`src/rtl/bfilt_pkg.sv`:
```
package bfilt_pkg;
   // control word field positions; neighbours decode these
   localparam int unsigned CW_TYPE_BIT = 63;
   localparam int unsigned CW_SOP_BIT  = 62;
   localparam int unsigned CW_EOP_BIT  = 61;
   localparam int unsigned CW_CNT_LO   = 58;
   localparam int unsigned CNT_W       = 3;
   localparam int unsigned CW_CH_LO    = 48;
   localparam int unsigned CH_W        = 8;

   typedef struct packed {
      logic             is_ctl;
      logic             is_burst;
      logic             sop;
      logic             eop;
      logic [CNT_W-1:0] cnt;
      logic [CH_W-1:0]  ch;
   } lane_info_t;

   typedef struct packed {
      logic keep;
      logic sop;
      logic eop;
   } lane_verdict_t;
endpackage

```
`src/rtl/bfilt_lane_dec.sv`:
```
module bfilt_lane_dec
   import bfilt_pkg::*;
#(
   parameter int unsigned WORD_W = 64
) (
   input  logic [WORD_W-1:0] word_i,
   input  logic              ctl_i,
   output lane_info_t        info_o
);
   logic unused_bits;
   assign unused_bits = ^word_i;

   always_comb begin
      info_o.is_ctl   = ctl_i;
      info_o.is_burst = ctl_i & word_i[CW_TYPE_BIT];
      // start-of-packet only has meaning on a burst word
      info_o.sop      = ctl_i & word_i[CW_TYPE_BIT] & word_i[CW_SOP_BIT];
      info_o.eop      = ctl_i & word_i[CW_EOP_BIT];
      info_o.cnt      = word_i[CW_CNT_LO +: CNT_W];
      info_o.ch       = word_i[CW_CH_LO +: CH_W];
   end
endmodule

```
`src/rtl/bfilt_owner_walk.sv`:
```
module bfilt_owner_walk
   import bfilt_pkg::*;
#(
   parameter int unsigned    LANES = 4,
   parameter logic [CH_W-1:0] MY_CH = '0
) (
   input  lane_info_t    [LANES-1:0] info_i,
   input  logic                      beat_vld_i,
   input  logic                      act_q_i,
   input  logic [CH_W-1:0]           own_q_i,
   output lane_verdict_t [LANES-1:0] verd_o,
   output logic                      act_d_o,
   output logic [CH_W-1:0]           own_d_o
);
   logic unused_fields;
   assign unused_fields = ^info_i;

   // walk lanes from the earliest (top) to the latest, updating ownership
   always_comb begin : walk
      logic            act;
      logic [CH_W-1:0] own;
      logic            mine;
      logic            sop_me;
      logic            eop_me;
      act    = act_q_i;
      own    = own_q_i;
      verd_o = '0;
      for (int i = LANES - 1; i >= 0; i--) begin
         mine   = act && (own == MY_CH);
         sop_me = info_i[i].sop && (info_i[i].ch == MY_CH);
         eop_me = info_i[i].eop && mine;
         if (!info_i[i].is_ctl) begin
            verd_o[i].keep = mine & beat_vld_i;
         end else begin
            verd_o[i].sop  = sop_me;
            verd_o[i].eop  = eop_me;
            verd_o[i].keep = beat_vld_i &
                             (sop_me | eop_me | (!info_i[i].sop && !info_i[i].eop && mine));
            if (info_i[i].eop) act = 1'b0;
            if (info_i[i].sop) begin
               act = 1'b1;
               own = info_i[i].ch;
            end
         end
      end
      act_d_o = beat_vld_i ? act : act_q_i;
      own_d_o = beat_vld_i ? own : own_q_i;
   end
endmodule

```
`src/rtl/bfilt_pack.sv`:
```
module bfilt_pack #(
   parameter int unsigned LANES  = 4,
   parameter int unsigned WORD_W = 64
) (
   input  logic [LANES-1:0][WORD_W-1:0] word_i,
   input  logic [LANES-1:0]             keep_i,
   input  logic [LANES-1:0]             ctl_i,
   output logic [LANES-1:0][WORD_W-1:0] word_o,
   output logic [LANES-1:0]             vld_o,
   output logic [LANES-1:0]             ctl_o
);
   localparam int unsigned IDX_W = $clog2(LANES);

   always_comb begin : squeeze
      logic [IDX_W-1:0] pos;
      pos    = IDX_W'(LANES - 1);
      word_o = '0;
      vld_o  = '0;
      ctl_o  = '0;
      for (int i = LANES - 1; i >= 0; i--) begin
         if (keep_i[i]) begin
            word_o[pos] = word_i[i];
            vld_o[pos]  = 1'b1;
            ctl_o[pos]  = ctl_i[i];
            pos         = pos - 1'b1;
         end
      end
   end
endmodule

```
`src/rtl/bfilt_chan.sv`:
```
module bfilt_chan
   import bfilt_pkg::*;
#(
   parameter int unsigned LANES  = 4,
   parameter int unsigned WORD_W = 64,
   parameter int unsigned MY_CH  = 0
) (
   input  logic                      clk,
   input  logic                      rst_n,
   input  logic                      in_valid,
   input  logic [LANES*WORD_W-1:0]   in_data,
   input  logic [LANES-1:0]          in_ctl,
   output logic [LANES*WORD_W-1:0]   out_data,
   output logic [LANES-1:0]          out_vld,
   output logic [LANES-1:0]          out_ctl
);
   localparam logic [CH_W-1:0] MY_CH_V = CH_W'(MY_CH);

   generate
      if (LANES < 2) begin : g_bad_lanes
         $error("bfilt_chan: LANES must be at least 2");
      end
      if (WORD_W <= CW_TYPE_BIT) begin : g_bad_width
         $error("bfilt_chan: WORD_W too narrow for the control word fields");
      end
      if (MY_CH >= (1 << CH_W)) begin : g_bad_ch
         $error("bfilt_chan: MY_CH does not fit the channel field");
      end
   endgenerate

   lane_info_t    [LANES-1:0]             info;
   lane_verdict_t [LANES-1:0]             verd;
   logic          [LANES-1:0][WORD_W-1:0] lane_word;
   logic          [LANES-1:0]             keep;
   logic          [LANES-1:0][WORD_W-1:0] pk_word;
   logic          [LANES-1:0]             pk_vld;
   logic          [LANES-1:0]             pk_ctl;
   logic                                  act_q, act_d;
   logic          [CH_W-1:0]              own_q, own_d;

   for (genvar i = 0; i < LANES; i++) begin : g_lane
      logic [WORD_W-1:0] raw;
      logic [WORD_W-1:0] rebuilt;
      assign raw = in_data[i*WORD_W +: WORD_W];

      bfilt_lane_dec #(.WORD_W(WORD_W)) u_dec (
         .word_i (raw),
         .ctl_i  (in_ctl[i]),
         .info_o (info[i])
      );

      // a kept control word carries only the part that belongs here
      always_comb begin
         rebuilt = raw;
         if (in_ctl[i]) begin
            rebuilt[CW_SOP_BIT]            = verd[i].sop;
            rebuilt[CW_EOP_BIT]            = verd[i].eop;
            rebuilt[CW_CNT_LO +: CNT_W]    = verd[i].eop ? info[i].cnt : '0;
            rebuilt[CW_CH_LO +: CH_W]      = MY_CH_V;
         end
      end

      assign lane_word[i] = rebuilt;
      assign keep[i]      = verd[i].keep;
   end

   bfilt_owner_walk #(.LANES(LANES), .MY_CH(MY_CH_V)) u_walk (
      .info_i     (info),
      .beat_vld_i (in_valid),
      .act_q_i    (act_q),
      .own_q_i    (own_q),
      .verd_o     (verd),
      .act_d_o    (act_d),
      .own_d_o    (own_d)
   );

   bfilt_pack #(.LANES(LANES), .WORD_W(WORD_W)) u_pack (
      .word_i (lane_word),
      .keep_i (keep),
      .ctl_i  (in_ctl),
      .word_o (pk_word),
      .vld_o  (pk_vld),
      .ctl_o  (pk_ctl)
   );

   always_ff @(posedge clk or negedge rst_n) begin
      if (!rst_n) begin
         act_q    <= 1'b0;
         own_q    <= '0;
         out_data <= '0;
         out_vld  <= '0;
         out_ctl  <= '0;
      end else begin
         act_q    <= act_d;
         own_q    <= own_d;
         out_data <= pk_word;
         out_vld  <= pk_vld;
         out_ctl  <= pk_ctl;
      end
   end
endmodule

```
`config.mk`:
```
export PLATFORM = sky130hd
export DESIGN_NAME = bfilt_chan
export DESIGN_NICKNAME = d
export VERILOG_FILES = /design/src/rtl/bfilt_pkg.sv /design/src/rtl/bfilt_lane_dec.sv /design/src/rtl/bfilt_owner_walk.sv /design/src/rtl/bfilt_pack.sv /design/src/rtl/bfilt_chan.sv
export SDC_FILE = /design/constraint.sdc
export NUM_CORES = 1
export LEC_CHECK = 0
export BUFFER_PORTS_ARGS = -buffer_cell sky130_fd_sc_hd__buf_4
export CORE_AREA = 2 2 207 209
export DETAILED_ROUTE_END_ITERATION = 8
export DIE_AREA = 0 0 209 211
export PLACE_DENSITY = 0.61
export SLEW_MARGIN = 20
export SYNTH_ARGS = -nofsm -noshare
export SYNTH_HDL_FRONTEND = slang
export SYNTH_SLANG_ARGS = --single-unit
```
`constraint.sdc`:
```
create_clock -name clk -period 4.8 [get_ports clk]
set_clock_uncertainty 0.05 [all_clocks]
set_input_delay 0.96 -clock clk [delete_from_list [all_inputs] [get_ports clk]]
set_output_delay 0.96 -clock clk [all_outputs]
set_load 0.01 [all_outputs]
```
Yosys cells after proc, flatten, opt, wreduce, memory -nomap -nowiden
Cells that the tools add are included.
- reduce and logical (&&, ||, !) cells: 39
- multiplexer cells: 73
- order comparisons: 6
- bitwise gates (word level): 31
- $add $sub $neg: 2
- operators by type and width (kind ; count):
    256-bit bitwise mux ; 3
    256-bit 2-to-1 mux ; 3
    64-bit demux with 2-bit select ; 3
    64-bit 2-to-1 mux ; 4
    8-bit 2-to-1 mux ; 12
    8-bit logical NOT ; 8
    4-bit 2-to-1 mux ; 6
    1-bit logical AND ; 23
    1-bit 2-to-1 mux ; 22
    1-bit bitwise AND ; 20
    5-bit 2-to-1 mux ; 4
    4-bit bitwise mux ; 3
    2-bit 2-to-1 mux ; 6
    3-bit 2-to-1 mux ; 4
    4-bit OR ; 3
    2-bit by 3-bit < comparator with 1-bit output, second input constant ; 3
    1-bit logical NOT ; 8
    1-bit OR ; 8
    1-bit demux with 2-bit select ; 3
    2-bit by 1-bit greater-or-equal comparator with 1-bit output, second input constant ; 3
    2-bit by 1-bit subtractor with 2-bit output, second input constant ; 2
- input port bits: 263
- output and inout bits: 264
- logic and storage cells: 156
- flip-flop bits (word level): 273

Logic depth before layout (Yosys ltp)
- word-level depth: 20
- mapped depth: 19
- gate-level depth less buffers: 11

Hierarchy
From an unflattened synthesis, not the netlist that was laid out.
- cell total of the unflattened synthesis: 1484
- area, all modules: 15454.8 um^2
- modules (own cells, without submodules) (module ; times used ; cells each ; area an instance (um^2) ; sequential area each (um^2)):
    bfilt_chan ; 1 ; 353 ; 7347.0 ; 6831.6
    bfilt_pack ; 1 ; 933 ; 6811.5 ; 0.0
    bfilt_owner_walk ; 1 ; 138 ; 855.8 ; 0.0
    bfilt_lane_dec ; 4 ; 15 ; 110.1 ; 0.0

Least setup slack after synthesis
Ideal clock, no wire load.
- kind: in2reg
- start: input port in_data[176]
- end: register out_data[221]
- path buffers: 5
- cell stages on the path: 16
- setup slack: 4 ps
- library setup time: 79 ps
- data required time: 4671 ps
- arrival time: 4666 ps
- cells stage by stage: or4_1 -> nor3_1 -> o311a_1 -> clkbuf_1 -> clkbuf_1 -> inv_1 -> ha_1 -> clkbuf_1 -> o211ai_1 -> o22ai_2 -> or2_2 -> buf_4 -> o2bb2ai_4 -> o211ai_4 -> buf_2 -> mux2i_1
- RTL lines (item ; line ; RTL):
    start: declaration ; bfilt_chan.sv:11 ; input logic [LANES*WORD_W-1:0] in_data,
    end signal: assignment ; bfilt_chan.sv:96 ; out_data <= pk_word;
    end: declaration ; bfilt_chan.sv:13 ; output logic [LANES*WORD_W-1:0] out_data,

==> run summary <==
* result of the run: completed
* post-CTS setup buffer count: 0
* fraction of layout instances using a drive strength above 1: 34.8%
* initial antenna violation count: 0
* cell internal power dissipation: 4.04 mW
* Slew @ Worst Pin: 0.975 ns
* placed instance count: 2400
* post-detailed-route via-to-cell ratio: 5.48
* most area-consuming cells after synthesis: sky130_fd_sc_hd__dfrtp_1, sky130_fd_sc_hd__mux2i_1, sky130_fd_sc_hd__nand2_1, sky130_fd_sc_hd__nand3_1, sky130_fd_sc_hd__o21ai_0
* Layout Utilization: 46.8%
* synthesized net count: 1654
* final std cells w/o fill: 2458
* gr usage total: 27.3%
* Switching Share: 25.0%
* total via count after detailed routing: 13500
* cell taking the most area after synthesis: sky130_fd_sc_hd__dfrtp_1
* Worst setup startpoint: in_data[177]
* fraction of the yosys area taken by sequential cells: 49.8%
* delay contributed by the slowest stage of the critical path: 0.60 ns
* number of synthesis warnings: 0
* worst flop-to-flop path startpoint: own_q[4]
* number of flops mapped to enable cells by yosys: 0
* asr flop ratio synth: 100%
* I/O pin count: 527
* Initial Utilization: 32.8%
* crit path capture type: register
* combinational fraction of design power: 10.1%
* fin nets: 2164
* ordered list of cells on the worst path: buf_4 -> or4_1 -> nor3_1 -> o311a_2 -> inv_1 -> ha_1 -> o211ai_1 -> a211oi_1 -> or2_2 -> o2bb2ai_4 -> o211ai_4 -> buf_12 -> mux2i_1
* arrival time of data at the critical path endpoint: 4.46 ns
* final global-route overflow total: 0
* slowest cell on the critical path: sky130_fd_sc_hd__or4_1
* CTS Sinks: 273
* pin count of the biggest net entering global routing: 105
* classification of the worst setup path: in -> reg
* number of hold-repair buffers added at the cts stage: 0
* share of total power in the clock network: 46.2%
* Synth Cell Area: 13700 sq um
* number of storage elements in the synthesis netlist: 273
* final count of negative-setup-slack endpoints: 0
* flip-flop cell with the highest count after synthesis: sky130_fd_sc_hd__dfrtp_1
* overall die area: 44100 sq um
* worst slew margin relative to its limit: 34.8%
* detail-routed net length per standard cell: 25.2 microns
* number of max-capacitance violations reported: 0
* setup repair after global routing missed its margin: false
* buffer levels on the longest clock path: 3
* count of unique library cells instantiated by Yosys: 57
* TritonCTS Buffers: 34
* CTS tree: yes
* latest clock arrival within the worst-skew pair: 0.54 ns
* setup TNS: 0 ns
* max-slew violation total from the final report: 0
* layout-stage area growth over the synthesis result: 42.4%
* PortBufs: 526
* DRT Wirelength: 61900 microns
* synthesized area per cell: 9.89 sq um
* final critical path time including I/O delays and setup: 4.06 ns
* post_cts resized: 0
* highest achievable clock rate: 246 MHz
* sequential share of power: 43.7%
* Die Span Y: 211 microns
* RePlAce Congestion: 0.938
* HPWL reported at the end of detailed placement: 44300 microns
* count of nets left with antenna violations after detail routing: 0
* Startpoint Class: input pin
* via count of the first global-routing pass: 13800
* number of antenna cells inserted: 0
* Req. time, crit path: 5.20 ns
* die span in x: 209 microns
* IR Drop Worst-Case VDD: 0.000213 V
* post-synthesis cell count: 1387
* endpoints failing hold: 0
* residual DRC count: 0
* number of H-tree branching levels: 2
* switching power total: 1.35 mW
* CTS clk-pin slew, worst paths: 0.06 ns
* Power Dens Cells: 276 nW/um^2
* root buf cell: sky130_fd_sc_hd__clkbuf_16
* share of the synthesized area in the top cell type: 49.8%
* Core Footprint: 41800 sq um
* floorplan row count: 75
* CP Max Fanout: 19
* fraction of the cycle the final worst path needs: 84.5%
* leakage power total: 11.4 nW
* initial DRC count: 1254
* wire length of the first global-routing pass: 90100 microns
* classification of the worst-slack hold path: in -> async
* iteration count of the initial detailed-routing pass: 7
[cell type report]
type,count,area (sq um)
Inverter,92,345
Multi-Input combinational cell,921,6140
Clock buffer,49,938
Clock inverter,9,105
Tap cell,539,674
Timing Repair Buffer,575,4490
Fill cell,3983,22200
Sequential cell,273,6830
[power by group through the flow]
stage,Clock (mW),Combinational (mW),Sequential [mW]
final,2.49,0.546,2.35
after global routing,2.62,0.587,2.35
after CTS,2.53,0.544,2.35
after detailed placement,0,0.541,2.39
after global placement,0,0.540,2.39
after floorplan,0,0.164,2.39
[Yosys cell counts (all sizes together), types with 2 or more instances]
library cell / instances
dfrtp: 273
nand2: 217
mux2i: 214
nand3: 104
o21ai: 95
inv: 90
clkbuf: 63
buf: 38
and3: 37
o22ai: 36
a21oi: 35
mux2: 29
nor2: 22
a211oi: 16
a31oi: 12
o211ai: 11
and4: 10
a21o: 7
nor2b: 7
nor3: 7
or4: 7
a21boi: 6
nor4: 6
a2bb2oi: 5
ha: 4
nand4: 3
nor4b: 3
o2111a: 3
a211o: 2
clkinv: 2
nand2b: 2
nor3b: 2
o211a: 2
o31ai: 2
or2: 2
[placed cells by master (no fill, tap or decap), types with 3 or more instances in the layout]
master                      synthesis  layout
sky130_fd_sc_hd__nor4b_1            3       3
sky130_fd_sc_hd__or4_1              5       5
sky130_fd_sc_hd__a21boi_0           6       6
sky130_fd_sc_hd__nand3_1          104     104
sky130_fd_sc_hd__buf_4             11     561
sky130_fd_sc_hd__clkbuf_1          63      13
sky130_fd_sc_hd__nor4_1             6       6
sky130_fd_sc_hd__o22ai_1           35      35
sky130_fd_sc_hd__inv_1             90      90
sky130_fd_sc_hd__a2bb2oi_1          5       5
sky130_fd_sc_hd__dfrtp_1          273     273
sky130_fd_sc_hd__nand2_1          217     217
sky130_fd_sc_hd__mux2_2            28      28
sky130_fd_sc_hd__o211ai_4           2       3
sky130_fd_sc_hd__and3_1            37      37
sky130_fd_sc_hd__clkbuf_16          0      35
sky130_fd_sc_hd__o21ai_0           92      91
sky130_fd_sc_hd__nor3_1             7       7
sky130_fd_sc_hd__a21o_1             7       6
sky130_fd_sc_hd__o211ai_1           8       8
sky130_fd_sc_hd__and4_1            10      10
sky130_fd_sc_hd__ha_1               4       4
sky130_fd_sc_hd__a21oi_1           35      35
sky130_fd_sc_hd__mux2i_1          214     214
sky130_fd_sc_hd__nor2_1            22      20
sky130_fd_sc_hd__a211oi_1          16      16
sky130_fd_sc_hd__clkinv_2           0       4
sky130_fd_sc_hd__buf_12             0      13
sky130_fd_sc_hd__a31oi_1           12      12
sky130_fd_sc_hd__nor2b_1            7       7
sky130_fd_sc_hd__nand4_1            3       3
[metal layers]
metal | up-vias | routed length, microns | track usage [%]
li1 | 5878 | - | -
met1 | 6652 | 25000 | 35.3
met2 | 787 | 29800 | 45.1
met3 | 141 | 4740 | 5.22
met4 | 0 | 2370 | 11.2
met5 | - | 0 | 0
[registers in the layout, indices dropped and copies added, names as in the netlist]
name      count
out_vld       4
own_q         8
out_data    256
act_q         1
out_ctl       4
[critical path: cells and delay by family]
| family | cells | cell delay, ns |
|---|---|---|
| and+or+nand+nor | 3 | 1.25 |
| buffers and inverters | 3 | 0.47 |
| adders and majority gates | 1 | 0.30 |
| muxes | 1 | 0.19 |
| AOI/OAI and AO/OA | 5 | 1.24 |
[per-stage QoR]
stage                     setup WS (ns)  cell area, sq um  power, mW  hold WS, ns
final                             0.742             19500       5.38        0.420
after floorplan                 0.00434             13700       2.56        0.426
after CTS                         0.819             19500       5.43        0.462
after global routing              0.517             19500       5.56        0.473
after global placement            0.210             18500       2.93        0.443
after detailed placement          0.255             18500       2.93        0.456
[cells by family after synthesis]
kind of cell	synth area share, %
and+or+nand+nor	14.7
AOI/OAI and AO/OA	11.2
muxes	18.0
DFF	49.8
buffers and inverters	5.89
adders and majority gates	0.365
[worst paths after layout]
| path | to | slack, ns | depth (start not counted) |
|---|---|---|---|
| min in group clk | own_q[0] | 0.47 | 1 |
| worst min-delay path | out_data[79] | 0.42 | 1 |
| worst min register to register | own_q[0] | 0.47 | 1 |
| max in group asynchronous | out_data[167] | 3.27 | 2 |
| worst max register to register | out_data[205] | 0.85 | 11 |
| worst max-delay path | out_data[205] | 0.74 | 13 |
Power figures use the tool's default switching activity.
